[src/rtl/bus_strobe_pkg.sv]
package bus_strobe_pkg;
  typedef enum logic [1:0] {
    CYC_INT   = 2'b00,
    CYC_XCODE = 2'b01,
    CYC_XDATA = 2'b10,
    CYC_IDLE  = 2'b11
  } cyc_kind_e;

  typedef struct packed {
    cyc_kind_e kind;
    logic      ale_en;
  } cyc_attr_t;
endpackage

[src/rtl/bus_phase_ctr.sv]
module bus_phase_ctr #(
  parameter int PHASES = 12,
  localparam int PH_W = $clog2(PHASES)
) (
  input  logic            clk_i,
  input  logic            rst_ni,
  output logic [PH_W-1:0] phase_o,
  output logic            last_o
);
  localparam logic [PH_W-1:0] LAST = PH_W'(PHASES - 1);

  logic [PH_W-1:0] ph_q;

  always_ff @(posedge clk_i or negedge rst_ni) begin
    if (!rst_ni)         ph_q <= '0;
    else if (ph_q == LAST) ph_q <= '0;
    else                 ph_q <= ph_q + PH_W'(1);
  end

  assign phase_o = ph_q;
  assign last_o  = (ph_q == LAST);
endmodule

[src/rtl/bus_cycle_latch.sv]
module bus_cycle_latch
  import bus_strobe_pkg::*;
(
  input  logic       clk_i,
  input  logic       rst_ni,
  input  logic       last_i,
  input  logic [1:0] cyc_kind_i,
  input  logic       xinstr_i,
  input  logic       ale_off_i,
  input  logic       ext_exec_i,
  output cyc_attr_t  attr_o
);
  cyc_attr_t attr_q;

  // sampled once per machine cycle so a strobe never changes mid-window
  always_ff @(posedge clk_i or negedge rst_ni) begin
    if (!rst_ni) begin
      attr_q.kind   <= CYC_INT;
      attr_q.ale_en <= 1'b1;
    end else if (last_i) begin
      attr_q.kind   <= cyc_kind_e'(cyc_kind_i);
      attr_q.ale_en <= !ale_off_i || ext_exec_i || xinstr_i;
    end
  end

  assign attr_o = attr_q;
endmodule

[src/rtl/bus_strobe_decode.sv]
module bus_strobe_decode
  import bus_strobe_pkg::*;
#(
  parameter int PHASES = 12,
  parameter int ALE_W  = 2,
  parameter int RD_OFS = 3,
  localparam int PH_W  = $clog2(PHASES),
  localparam int HALF  = PHASES / 2
) (
  input  logic [PH_W-1:0] phase_i,
  input  cyc_attr_t       attr_i,
  output logic            addr_strobe_o,
  output logic            code_rd_no
);
  logic [PHASES-1:0] ale_lo_m, ale_hi_m, rd_m;

  // constant per-phase window masks
  for (genvar p = 0; p < PHASES; p++) begin : g_mask
    assign ale_lo_m[p] = (p < ALE_W);
    assign ale_hi_m[p] = (p >= HALF) && (p < HALF + ALE_W);
    assign rd_m[p]     = ((p >= RD_OFS) && (p < HALF)) || (p >= HALF + RD_OFS);
  end

  logic in_lo, in_hi, in_rd;
  assign in_lo = ale_lo_m[phase_i];
  assign in_hi = ale_hi_m[phase_i];
  assign in_rd = rd_m[phase_i];

  assign addr_strobe_o = attr_i.ale_en &&
                         ((in_lo && attr_i.kind != CYC_XDATA) || in_hi);
  assign code_rd_no    = !(in_rd && attr_i.kind == CYC_XCODE);
endmodule

[src/rtl/bus_strobe_gen.sv]
module bus_strobe_gen
  import bus_strobe_pkg::*;
#(
  parameter int PHASES = 12,
  parameter int ALE_W  = 2,
  parameter int RD_OFS = 3,
  localparam int PH_W  = $clog2(PHASES)
) (
  input  logic            clk_i,
  input  logic            rst_ni,
  input  logic [1:0]      cyc_kind_i,
  input  logic            xinstr_i,
  input  logic            ale_off_i,
  input  logic            ext_exec_i,
  output logic            addr_strobe_o,
  output logic            code_rd_no,
  output logic [PH_W-1:0] phase_o
);
  logic      last;
  cyc_attr_t attr;

  bus_phase_ctr #(.PHASES(PHASES)) u_ctr (
    .clk_i  (clk_i),
    .rst_ni (rst_ni),
    .phase_o(phase_o),
    .last_o (last)
  );

  bus_cycle_latch u_latch (
    .clk_i     (clk_i),
    .rst_ni    (rst_ni),
    .last_i    (last),
    .cyc_kind_i(cyc_kind_i),
    .xinstr_i  (xinstr_i),
    .ale_off_i (ale_off_i),
    .ext_exec_i(ext_exec_i),
    .attr_o    (attr)
  );

  bus_strobe_decode #(.PHASES(PHASES), .ALE_W(ALE_W), .RD_OFS(RD_OFS)) u_dec (
    .phase_i      (phase_o),
    .attr_i       (attr),
    .addr_strobe_o(addr_strobe_o),
    .code_rd_no   (code_rd_no)
  );
endmodule

[config.mk]
export PLATFORM = sky130hd
export DESIGN_NAME = bus_strobe_gen
export DESIGN_NICKNAME = d
export VERILOG_FILES = /design/src/rtl/bus_strobe_pkg.sv /design/src/rtl/bus_phase_ctr.sv /design/src/rtl/bus_cycle_latch.sv /design/src/rtl/bus_strobe_decode.sv /design/src/rtl/bus_strobe_gen.sv
export SDC_FILE = /design/constraint.sdc
export NUM_CORES = 1
export LEC_CHECK = 0
export BUFFER_PORTS_ARGS = -buffer_cell sky130_fd_sc_hd__clkbuf_2
export CAP_MARGIN = 20
export CORE_AREA = 5 5 42 44
export CTS_CLUSTER_DIAMETER = 150
export DETAILED_ROUTE_END_ITERATION = 16
export DIE_AREA = 0 0 47 49
export SLEW_MARGIN = 20
export SYNTH_ARGS = -nofsm -noshare
export SYNTH_HDL_FRONTEND = slang
export SYNTH_HIERARCHICAL = 1
export SYNTH_SLANG_ARGS = --single-unit
export TNS_END_PERCENT = 50
[constraint.sdc]
create_clock -name clk_i -period 3.2 [get_ports clk_i]
set_clock_uncertainty 0.1 [all_clocks]
set_input_delay 0.32 -clock clk_i [delete_from_list [all_inputs] [get_ports clk_i]]
set_output_delay 0.32 -clock clk_i [all_outputs]
set_load 0.005 [all_outputs]
# After elaboration in Yosys (flattened, before gate mapping)
# Memory sizes are Yosys's and may differ from the RTL's.
# Cells that the tools add are included.
[classes]
n_addsub = 1
magnitude_cmp = 1
n_eq_ne = 3
mux = 4
reduce_logical = 8
[ops]
columns = ["cell", "count"]
rows = [
  ["$lt 4x5->1 const B", 1],
  ["$add 4x1->4 const B", 1],
  ["$eq 4x4->1 const B", 1],
  ["$mux 4", 1],
  ["$logic_and 1x1->1", 3],
  ["$logic_or 1x1->1", 3],
  ["$mux 1", 3],
  ["$eq 2x1->1 const B", 1],
  ["$logic_not 1->1", 2],
  ["$ne 2x2->1 const B", 1],
]
[word_totals]
register_bits = 7
mem_bits_ro = 48
in_bits = 7
out_inout_bits = 6
elab_cells = 23
n_memories = 3
[mem_list]
columns = ["name", "words", "width", "read_ports", "rd_clocked_by_memory_dff", "wr", "line_no", "rtl"]
rows = [
  ["(no name shown)", 16, 1, 1, 0, 0, "bus_strobe_decode.sv:27", "assign in_rd = rd_m[phase_i];"],
  ["(no name shown)", 16, 1, 1, 0, 0, "bus_strobe_decode.sv:26", "assign in_hi = ale_hi_m[phase_i];"],
  ["(no name shown)", 16, 1, 1, 0, 0, "bus_strobe_decode.sv:25", "assign in_lo = ale_lo_m[phase_i];"],
]

# Logic depth before layout (Yosys ltp)
# Gate-level depths: netlist (run 1).
[depth]
word_depth = 5
depth_mapped = 5
depth_no_buf = 5

# Cells and area by module
# Netlist (run 1), hierarchy kept.
[modules_own_cells]
columns = ["mod", "n_inst", "cells_each", "area_per_inst_um2", "seq_area_each_um2"]
rows = [
  ["bus_phase_ctr", 1, 14, 173.9, 100.1],
  ["bus_cycle_latch", 1, 8, 115.1, 76.3],
  ["bus_strobe_decode", 1, 11, 57.6, 0.0],
]

# Least setup slack after synthesis (run 1)
# No wires, ideal clock.
[synth_path]
kind = "register to register"
startpoint = "reg u_ctr.ph_q[1] (netlist: u_ctr/phase_o[1])"
endpoint = "reg u_latch.attr_q (netlist bit u_latch/attr_o[1])"
setup_time_ps = 125
t_arrival_ps = 1250
t_required_ps = 2975
setup_slack_ps = 1725
path_stages_with_launch = 5
path_buffers = 0
synth_period_minus_slack_ps = 1475
path_cell_list = "dfrtp_1 ha_1 nand2b_4 nor2_2 mux2_2"
[synth_between]
elab_chain_cells = 1
[synth_lines]
columns = ["element", "line_no", "rtl"]
rows = [
  ["start: declaration", "bus_phase_ctr.sv:12", "logic [PH_W-1:0] ph_q;"],
  ["start signal: assignment", "bus_phase_ctr.sv:17", "else ph_q <= ph_q + PH_W'(1);"],
  ["$eq 4x4->1", "bus_phase_ctr.sv:21", "assign last_o = (ph_q == LAST);"],
  ["net last", "bus_strobe_gen.sv:19", "logic last;"],
  ["end: declaration", "bus_cycle_latch.sv:13", "cyc_attr_t attr_q;"],
]
# The timed path passes the listed nets, and every way through them passes these cells.
# A chain may end at the register's enable or synchronous reset.

# Final worst setup path (run 1)
[layout_path]
startpoint = "reg u_ctr.ph_q[3] (netlist: u_ctr/phase_o[3])"
endpoint = "out code_rd_no"
[layout_between]
elab_chain_cells = 4
[layout_lines]
columns = ["element", "line_no", "rtl"]
rows = [
  ["$mem_v2 16x1", "--", ""],
  ["$mux 1 (not written as such)", "bus_strobe_decode.sv:27", ""],
  ["$logic_and 1x1->1", "bus_strobe_decode.sv:31", "assign code_rd_no = !(in_rd && attr_i.kind == CYC_XCODE);"],
  ["$logic_not 1->1", "bus_strobe_decode.sv:31", ""],
  ["end: declaration", "bus_strobe_gen.sv:16", "output logic code_rd_no,"],
]
# Every way passes these cells. The select of a mux whose other input is x is not followed.

==> flow_summary.toml, run 1 <==
[placement]
io_buffer_count = 12
place_ws_ns = 1.65
gp_routability_congestion = 0.740
dp.final_hpwl_um = 577

[clock_network]
tritoncts.num_buffers = 3
clk_transition_reported_paths_ns = 0.05
tritoncts = "yes"
postCtsResizedCells = 0
cts-root-buf = "sky130_fd_sc_hd__clkbuf_4"
cts.sinks = 7
postCtsSetupRepairBufs = 0
htree_levels = 1
insertion_delay_ns = 0.24
cts-root-to-sink-buffers = 2

[detailed_routing]
initialDrtViolationCount = 1
avgRoutedWirePerCell_um = 10.7
wirelength_um = 703
drt-pass1-iter-count = 2
num_vias = 283
avg_vias_per_cell = 4.29
drc = 0
detail-route-antenna-nets = 0

[global_route]
leftover_overflow_at_the_end_of_global_routing = 0
grt_max_degree = 9
grt_pass1_wl_mm = 1.16
grt_pass1_vias = 275
grt_antenna_before_repair = 0
grt_util_all_layers = 0.0744

[worst_setup_path]
critPathMaxStageDelay_ns = 0.46
dominant_delay_contributor_by_cell_family_on_the_critical_path = "flip-flops"
end_kind = "primary output"
setup.worst_path.class = "reg -> out"
critical_path_buf_inv_count = 1
ff2ff_setup_slack_ns = 1.66
worstPathRequired_ns = 2.78
critical_path.max_fanout = 8
worstReg2RegStart = "u_ctr/phase_o[1]"
crit_path_start_kind = "register"
r2r_end = "u_latch/attr_o[2]"
worst-endpoint-arrival_ns = 1.26
ff2ff_path_depth = 4
critical_path.slowest_cell = "sky130_fd_sc_hd__dfrtp_1"
worstPathCellList = "o311ai_1 > nand3_1 > clkbuf_2"

[yosys]
synth.avg_cell_area_sq_um = 10.5
synthesized_instance_count = 33
synth.yosys.seq_area_share = 0.509
netlist-cell-type-count = 18
ys.warnings.count = 6
netlist_area_sq_um = 347
synthesis.nets = 41
synth.ff_latch_count = 7

[timing]
final_period_minus_worst_setup_slack_ns = 1.68
tightestPinTransition_ns = 0.261
setup_viol = 0
drv_slew = 0
report.final.hold_viol_count = 0
grt_setup_unrepaired = "false"
max_slew_margin = 0.823
fmaxAchievable_mhz = 595
setup_slack_ns = 1.52
setup_total_negative_slack_ns = 0
final_min_period_over_clock_period = 0.525

[pwr]
p_clk_frac = 0.428
sw_share = 0.196
power.net_switching_uw = 35.1
leakage_uw = 0.000205
comb_power_share = 0.059
p_int_uw = 144
max-vdd-ir-drop_uv = 184
power.density_cell_area_nw_per_um2 = 387
share_seq_of_total_power = 0.513

[hold_path]
hold_end = "u_latch/attr_o[1]"
hold_path.startpoint = "cyc_kind_i[0]"
min_path_cells = 2
hold_class = "in -> reg"

[final_layout]
commonest_cells_after_routing_fill_and_taps_aside = "sky130_fd_sc_hd__clkbuf_2, sky130_fd_sc_hd__dfrtp_1, sky130_fd_sc_hd__clkbuf_4, sky130_fd_sc_hd__inv_1"
nets = 59
diodes_inserted = 0
layout.cells.most_common = "sky130_fd_sc_hd__clkbuf_2"
synthToLayoutAreaGrowth_pct = 33.6
drive_above_1_share = 0.440

[die]
initial_utilization = 0.247
top_level_port_count = 13
placement_rows = 14
coreArea_sq_um = 1400
die_area_sq_um = 2300
die_x_um = 47
die_height_um = 49

[outcome]
run_status = "completed"

[run]
cap_violations = 0
power groups by stage:
stage,combinational (uW),sequential [uW],clock (uW)
after floorplan,3.35,93.0,0
after global placement,9.49,93.3,0
after CTS,10.9,92.0,82.3
after global routing,11.8,92.0,87.1
final,10.6,92.0,76.8
after detailed placement,9.90,93.4,0
how the worst max path moves through the flow:
stage                      from                end  slack, ns  cells past startpoint
5_1_grt        u_ctr/phase_o[2]         code_rd_no       1.39                      4
4_1_cts        u_ctr/phase_o[2]         code_rd_no       1.51                      4
3_3_place_gp   u_ctr/phase_o[1]  u_latch/attr_o[2]       1.68                      4
3_5_place_dp   u_ctr/phase_o[1]  u_latch/attr_o[2]       1.65                      4
2_1_floorplan  u_ctr/phase_o[1]  u_latch/attr_o[1]       1.73                      4
6_report       u_ctr/phase_o[3]         code_rd_no       1.52                      3
what timing repair did:
item,4_1_cts,5_1_grt
endpoints found under the setup margin,0,0
hold endpoints to repair,6,0
hold buffers,1,0
sequential cells by signal, indices dropped and copies added, names as in the netlist:
signal / count
u_latch/attr_o: 3
u_ctr/phase_o: 4
Yosys cell counts, drive strengths merged:
cell type	instances	area, sq um
nand2b	3	26.3
nor2	4	20.0
o21ai	4	20.0
inv	3	11.3
nor3b	1	7.51
a21oi	2	10.0
dfrtp	6	150
nand2	1	3.75
dfstp	1	26.3
o311ai	1	8.76
nand3	3	20.0
nand3b	1	7.51
mux2	2	22.5
ha	1	12.5
final cells by class:
type                            count  area (sq um)
Clock buffer                        4          26.3
Tap cell                           16          20.0
Fill cell                         147           938
Sequential cell                     7           176
Inverter                            3          11.3
Multi-Input combinational cell     23           159
Timing Repair Buffer               13          70.1
metal layers:
| layer | routed length, um | up-vias | track usage |
|---|---|---|---|
| met4 | 29 | 0 | 0.0829 |
| met2 | 356 | 4 | 0.106 |
| met5 | 0 | - | 0 |
| met1 | 303 | 127 | 0.0828 |
| li1 | - | 148 | - |
| met3 | 13 | 4 | 0.0111 |
logic make-up after synthesis:
family / synth area share
fa+ha+maj: 0.0361
buf+inv: 0.0325
simple gates: 0.245
mux: 0.0650
flops: 0.509
compound gates: 0.112
per-stage QoR:
stage          cells   util  total power (uW)  hold slack, ns  instance area [sq um]
5_1_grt           66  0.330               191           0.202                    463
4_1_cts           66  0.330               185           0.199                    463
3_3_place_gp      61  0.304               103          0.0644                    427
2_1_floorplan     33      -              96.4         -0.0756                    347
6_report          66  0.330               179           0.209                    463
3_5_place_dp      61  0.304               103          0.0667                    427
(Power assumes the default switching activity.)
==> inputs of run 2 (changes only) <==
- clock period: 3.2 -> 1.55 ns (I/O delays scaled with it)
==> run 2 against run 1 <==
  * Sequential power is 110% higher
  * Critical path depth grew 1
  * Non-clock buffer count is 5 higher
  * Count of clock-buffer cells in the layout stayed put
  * Global-route usage increased by 0.23 points
  * First-iteration DRC count rose to 5.0 times the previous value
  * Critical endpoint unchanged
  * Worst setup slack lost 1.5 ns
  * Clock power increased by 120%
  * Power up 110%
==> flow_summary.toml, run 2 (synthesis results as in run 1) <==
[pwr]
leakage_uw = 0.000235
max-vdd-ir-drop_uv = 310
comb_power_share = 0.056
p_int_uw = 298
p_total_uw = 377
power.density_cell_area_nw_per_um2 = 705
share_seq_of_total_power = 0.502
p_clk_frac = 0.442
sw_share = 0.211
power.net_switching_uw = 79.5

[timing]
final_min_period_over_clock_period = 0.970
tightestPinTransition_ns = 0.226
drv_slew = 0
report.final.hold_viol_count = 0
setup_viol = 0
max_slew_margin = 0.849
fmaxAchievable_mhz = 665
grt_setup_unrepaired = "true"
setup_total_negative_slack_ns = 0
final_period_minus_worst_setup_slack_ns = 1.50

[detailed_routing]
wirelength_um = 815
avg_vias_per_cell = 4.35
drc = 0
avgRoutedWirePerCell_um = 11.5
drt-pass1-iter-count = 4
num_vias = 309
detail-route-antenna-nets = 0
initialDrtViolationCount = 5

[final_layout]
drive_above_1_share = 0.564
synthToLayoutAreaGrowth_pct = 54.5
nets = 64
layout.cells.most_common = "sky130_fd_sc_hd__clkbuf_2"
final.fill_count = 151
commonest_cells_after_routing_fill_and_taps_aside = "sky130_fd_sc_hd__clkbuf_2, sky130_fd_sc_hd__buf_4, sky130_fd_sc_hd__dfrtp_1"
largest_register_ff_count = 4
diodes_inserted = 0
post-route-util = 0.382
post-route-cell-area_sq_um = 536

[worst_setup_path]
critical_path.max_fanout = 8
setup.worst_path.class = "reg -> out"
worst_setup_path_startpoint = "u_ctr/phase_o[2]"
worstPathRequired_ns = 1.29
worst-endpoint-arrival_ns = 1.25
ff2ff_path_depth = 4
worstSetupEndpoint = "code_rd_no"
crit_path_start_kind = "register"
worstReg2RegStart = "u_ctr/phase_o[1]"
end_kind = "primary output"
ff2ff_setup_slack_ns = 0.19
r2r_end = "u_latch/attr_o[2]"

[clock_network]
tritoncts.num_buffers = 3
clk_transition_reported_paths_ns = 0.06
htree_levels = 1
cts-root-buf = "sky130_fd_sc_hd__clkbuf_4"
tritoncts = "yes"
cts.sinks = 7
cts-root-to-sink-buffers = 2
insertion_delay_ns = 0.24

[die]
coreArea_sq_um = 1400
die_x_um = 47
die_height_um = 49
top_level_port_count = 13
placement_rows = 14
die_area_sq_um = 2300
initial_utilization = 0.247

[global_route]
grt_antenna_before_repair = 0
grt_max_degree = 9
grt_pass1_vias = 310
grt_util_all_layers = 0.0767
leftover_overflow_at_the_end_of_global_routing = 0
grt_pass1_wl_mm = 1.28

[placement]
gp_routability_congestion = 0.722
io_buffer_count = 12
dp.final_hpwl_um = 582
place_area_sq_um = 449

[hold_path]
hold_class = "in -> reg"

[run]
cap_violations = 0

[outcome]
run_status = "completed"
[run 2: how the worst min path moves through the flow]
stage          slack (ns)                 to     startpoint  depth (start not counted)
6_report             0.04  u_latch/attr_o[2]  cyc_kind_i[1]                          2
4_1_cts              0.03  u_latch/attr_o[2]  cyc_kind_i[1]                          2
5_1_grt              0.02  u_latch/attr_o[1]  cyc_kind_i[0]                          2
3_3_place_gp         -0.1  u_latch/attr_o[1]         rst_ni                          1
3_5_place_dp         -0.1   u_ctr/phase_o[3]         rst_ni                          1
2_1_floorplan       -0.24   u_ctr/phase_o[0]         rst_ni                          0
[run 2: layout make-up]
class	instances	area, sq um	share of cell area
well taps	16	20.0	0.0374
clock buffers	4	26.3	0.0491
multi-input cells	23	188	0.350
inverters	3	11.3	0.0210
repair buffers	18	111	0.208
flip-flops and latches	7	179	0.334
[run 2: routing by layer]
metal  wire [um]  track usage  vias to the layer above
met5           0            0                        -
met4           5       0.0415                        0
met3          12       0.0221                        2
met2         449        0.122                        2
met1         348       0.0880                      148
li1            -            -                      157
[run 2: power groups by stage]
stage / sequential, uW / combinational [uW] / clock [uW]
after floorplan: 192 / 6.91 / 0
after global placement: 192 / 19.7 / 0
after detailed placement: 193 / 19.9 / 0
after CTS: 189 / 21.9 / 173
after global routing: 190 / 24.1 / 189
final: 189 / 21.3 / 167
[run 2: metrics by stage]
| stage | hold WS, ns | std cells | worst slack, ns |
|---|---|---|---|
| CTS | 0.0321 | 69 | 0.0133 |
| global route | 0.0237 | 71 | -0.0310 |
| global placement | -0.0960 | 64 | 0.230 |
| detailed placement | -0.0957 | 64 | 0.223 |
| finish | 0.0370 | 71 | 0.0461 |
| floorplan | -0.241 | 33 | 0.0752 |
[run 2: timing repair]
| action | in CTS | in global routing |
|---|---|---|
| hold buffers | 1 | 0 |
| setup endpoints to repair | 1 | 2 |
| pin swaps | 0 | 2 |
| cloned | 0 | 0 |
| buffers inserted | 0 | 2 |
| resized for setup | 2 | 6 |
| hold endpoints to repair | 7 | 0 |
[run 2: critical path, cell delays in order, from the launching register on]
cell,delay (ns)
sky130_fd_sc_hd__dfrtp_2,0.44
sky130_fd_sc_hd__nand3b_1,0.22
sky130_fd_sc_hd__o311ai_4,0.11
sky130_fd_sc_hd__nand3_1,0.10
sky130_fd_sc_hd__clkbuf_2,0.12
==> inputs of run 3 (changes only) <==
- CTS_BUF_LIST: default -> sky130_fd_sc_hd__clkbuf_4
==> run 3 against run 2 <==
  * Sequential cell count unchanged
  * Sequential share of layout area down 0.23 points
  * Fmax fell by 0.45%
  * First-iteration DRC count is 60% lower
  * Sequential power is essentially flat
  * Critical path depth unchanged
  * Routed wire length increased by 7.5%
  * Cell area rose by 0.70%
  * Final cell count unchanged
  * Via count is the same
  * Global-route usage up 0.64 points
  * Non-clock buffer count stayed put
==> flow_summary.toml, run 3 (synthesis results as in run 1) <==
[global_route]
grt_pass1_wl_mm = 1.33
grt_antenna_before_repair = 0
grt_pass1_vias = 310
grt_max_degree = 9
grt_util_all_layers = 0.0831
leftover_overflow_at_the_end_of_global_routing = 0

[final_layout]
commonest_cells_after_routing_fill_and_taps_aside = "sky130_fd_sc_hd__clkbuf_2, sky130_fd_sc_hd__clkbuf_4, sky130_fd_sc_hd__buf_4, sky130_fd_sc_hd__dfrtp_1, sky130_fd_sc_hd__inv_1"
drive_above_1_share = 0.582
diodes_inserted = 0
largest_register_ff_count = 4
regArea_sq_um = 179
final.fill_count = 152
nets = 64
multi_input_comb_area_sq_um = 188
layoutNonFillerInstCount = 71
synthToLayoutAreaGrowth_pct = 55.6
layout.cells.most_common = "sky130_fd_sc_hd__clkbuf_2"

[clock_network]
clk_transition_reported_paths_ns = 0.06
htree_levels = 1
tritoncts = "yes"
tritoncts.num_buffers = 3
insertion_delay_ns = 0.25
cts-root-to-sink-buffers = 2
cts.sinks = 7
cts-root-buf = "sky130_fd_sc_hd__clkbuf_4"

[worst_setup_path]
critPathMaxStageDelay_ns = 0.45
end_kind = "primary output"
worstPathRequired_ns = 1.29
critical_path_buf_inv_count = 1
critical_path.max_fanout = 8
crit_path_start_kind = "register"
worstPathCellList = "nand3b_1 > o311ai_4 > nand3_1 > clkbuf_2"
critical_path.slowest_cell = "sky130_fd_sc_hd__dfrtp_2"
worst-endpoint-arrival_ns = 1.26
dominant_delay_contributor_by_cell_family_on_the_critical_path = "flip-flops"
setup.worst_path.class = "reg -> out"

[placement]
io_buffer_count = 12
place_inst = 64
dp.final_hpwl_um = 582
gp_routability_congestion = 0.722
place_ws_ns = 0.223

[timing]
setup_slack_ns = 0.0394
drv_slew = 0
final_period_minus_worst_setup_slack_ns = 1.51
grt_setup_unrepaired = "true"
max_slew_margin = 0.849
report.final.hold_viol_count = 0
final_min_period_over_clock_period = 0.975
fmaxAchievable_mhz = 662
tightestPinTransition_ns = 0.226
setup_viol = 0

[detailed_routing]
drc = 0
avg_vias_per_cell = 4.35
initialDrtViolationCount = 2
wirelength_um = 876
num_vias = 309
avgRoutedWirePerCell_um = 12.3
drt-pass1-iter-count = 3
detail-route-antenna-nets = 0

[hold_path]
hold_class = "in -> reg"

[die]
coreArea_sq_um = 1400
die_x_um = 47
placement_rows = 14
die_area_sq_um = 2300
top_level_port_count = 13
die_height_um = 49
initial_utilization = 0.247

[pwr]
max-vdd-ir-drop_uv = 358
power.density_cell_area_nw_per_um2 = 747
leakage_uw = 0.000239

[run]
cap_violations = 0

[outcome]
run_status = "completed"
## run 3: changes by cell type in the layout (fill, tap and decap cells not counted)
cell                       change
sky130_fd_sc_hd__clkbuf_1      -1
sky130_fd_sc_hd__clkbuf_4      +1
## run 3: power by group
group	leakage (uW)	internal (uW)	total, uW	switching [uW]
logic	0.000138	12.3	21.6	9.27
clock network	0.0000184	116	192	75.3
registers	0.0000823	187	190	2.26
## run 3: final timing paths
| kind | startpoint | slack (ns) | endpoint | cells after the start |
|---|---|---|---|---|
| max in group asynchronous | rst_ni | 0.95 | u_latch/attr_o[0] | 2 |
| setup reg to reg | u_ctr/phase_o[1] | 0.17 | u_latch/attr_o[2] | 4 |
| hold / removal | cyc_kind_i[0] | 0.03 | u_latch/attr_o[1] | 2 |
| min in group asynchronous | rst_ni | 0.16 | u_latch/attr_o[1] | 2 |
| setup / recovery | u_ctr/phase_o[2] | 0.04 | code_rd_no | 4 |
| hold reg to reg | u_latch/attr_o[0] | 0.39 | u_latch/attr_o[0] | 2 |
## run 3: repair_timing
item / 4_1_cts / 5_1_grt
setup endpoints to repair: 1 / 2
resized for setup: 2 / 6
hold endpoints to repair: 7 / 0
cloned: 0 / 0
hold buffers: 1 / 0
pin swaps: 0 / 2
buffers inserted: 0 / 2
## run 3: worst reg2reg max path, delay by kind of cell (launching register included)
family | cells | cell delay [ns]
flip-flops | 1 | 0.36
multiplexers | 1 | 0.36
adder cells (fa/ha/maj) | 1 | 0.23
AND/OR/NAND/NOR | 2 | 0.22
## run 3: layer usage
metal  vias to the layer above  track usage  routed length (um)
met4                         0       0.0553                  25
met5                         -            0                   0
li1                        156            -                   -
met2                         5        0.133                 494
met1                       144       0.0903                 341
met3                         4       0.0221                  16
## run 3: metrics by stage
stage / TNS [ns] / util / power [uW] / hold slack (ns) / cell area, sq um
floorplan: 0 / - / 199 / -0.241 / 347
finish: 0 / 0.385 / 403 / 0.0301 / 539
CTS: 0 / 0.354 / 410 / 0.0254 / 497
global placement: 0 / 0.321 / 212 / -0.0960 / 449
detailed placement: 0 / 0.321 / 212 / -0.0957 / 449
global route: -0.0502 / 0.385 / 425 / 0.0195 / 539
## run 3: cell type report
class / instances / area share
Clock buffer: 4 / 0.0557
Sequential cell: 7 / 0.332
Inverter: 3 / 0.0209
Tap cell: 16 / 0.0371
Timing Repair Buffer: 18 / 0.206
Multi-Input combinational cell: 23 / 0.348
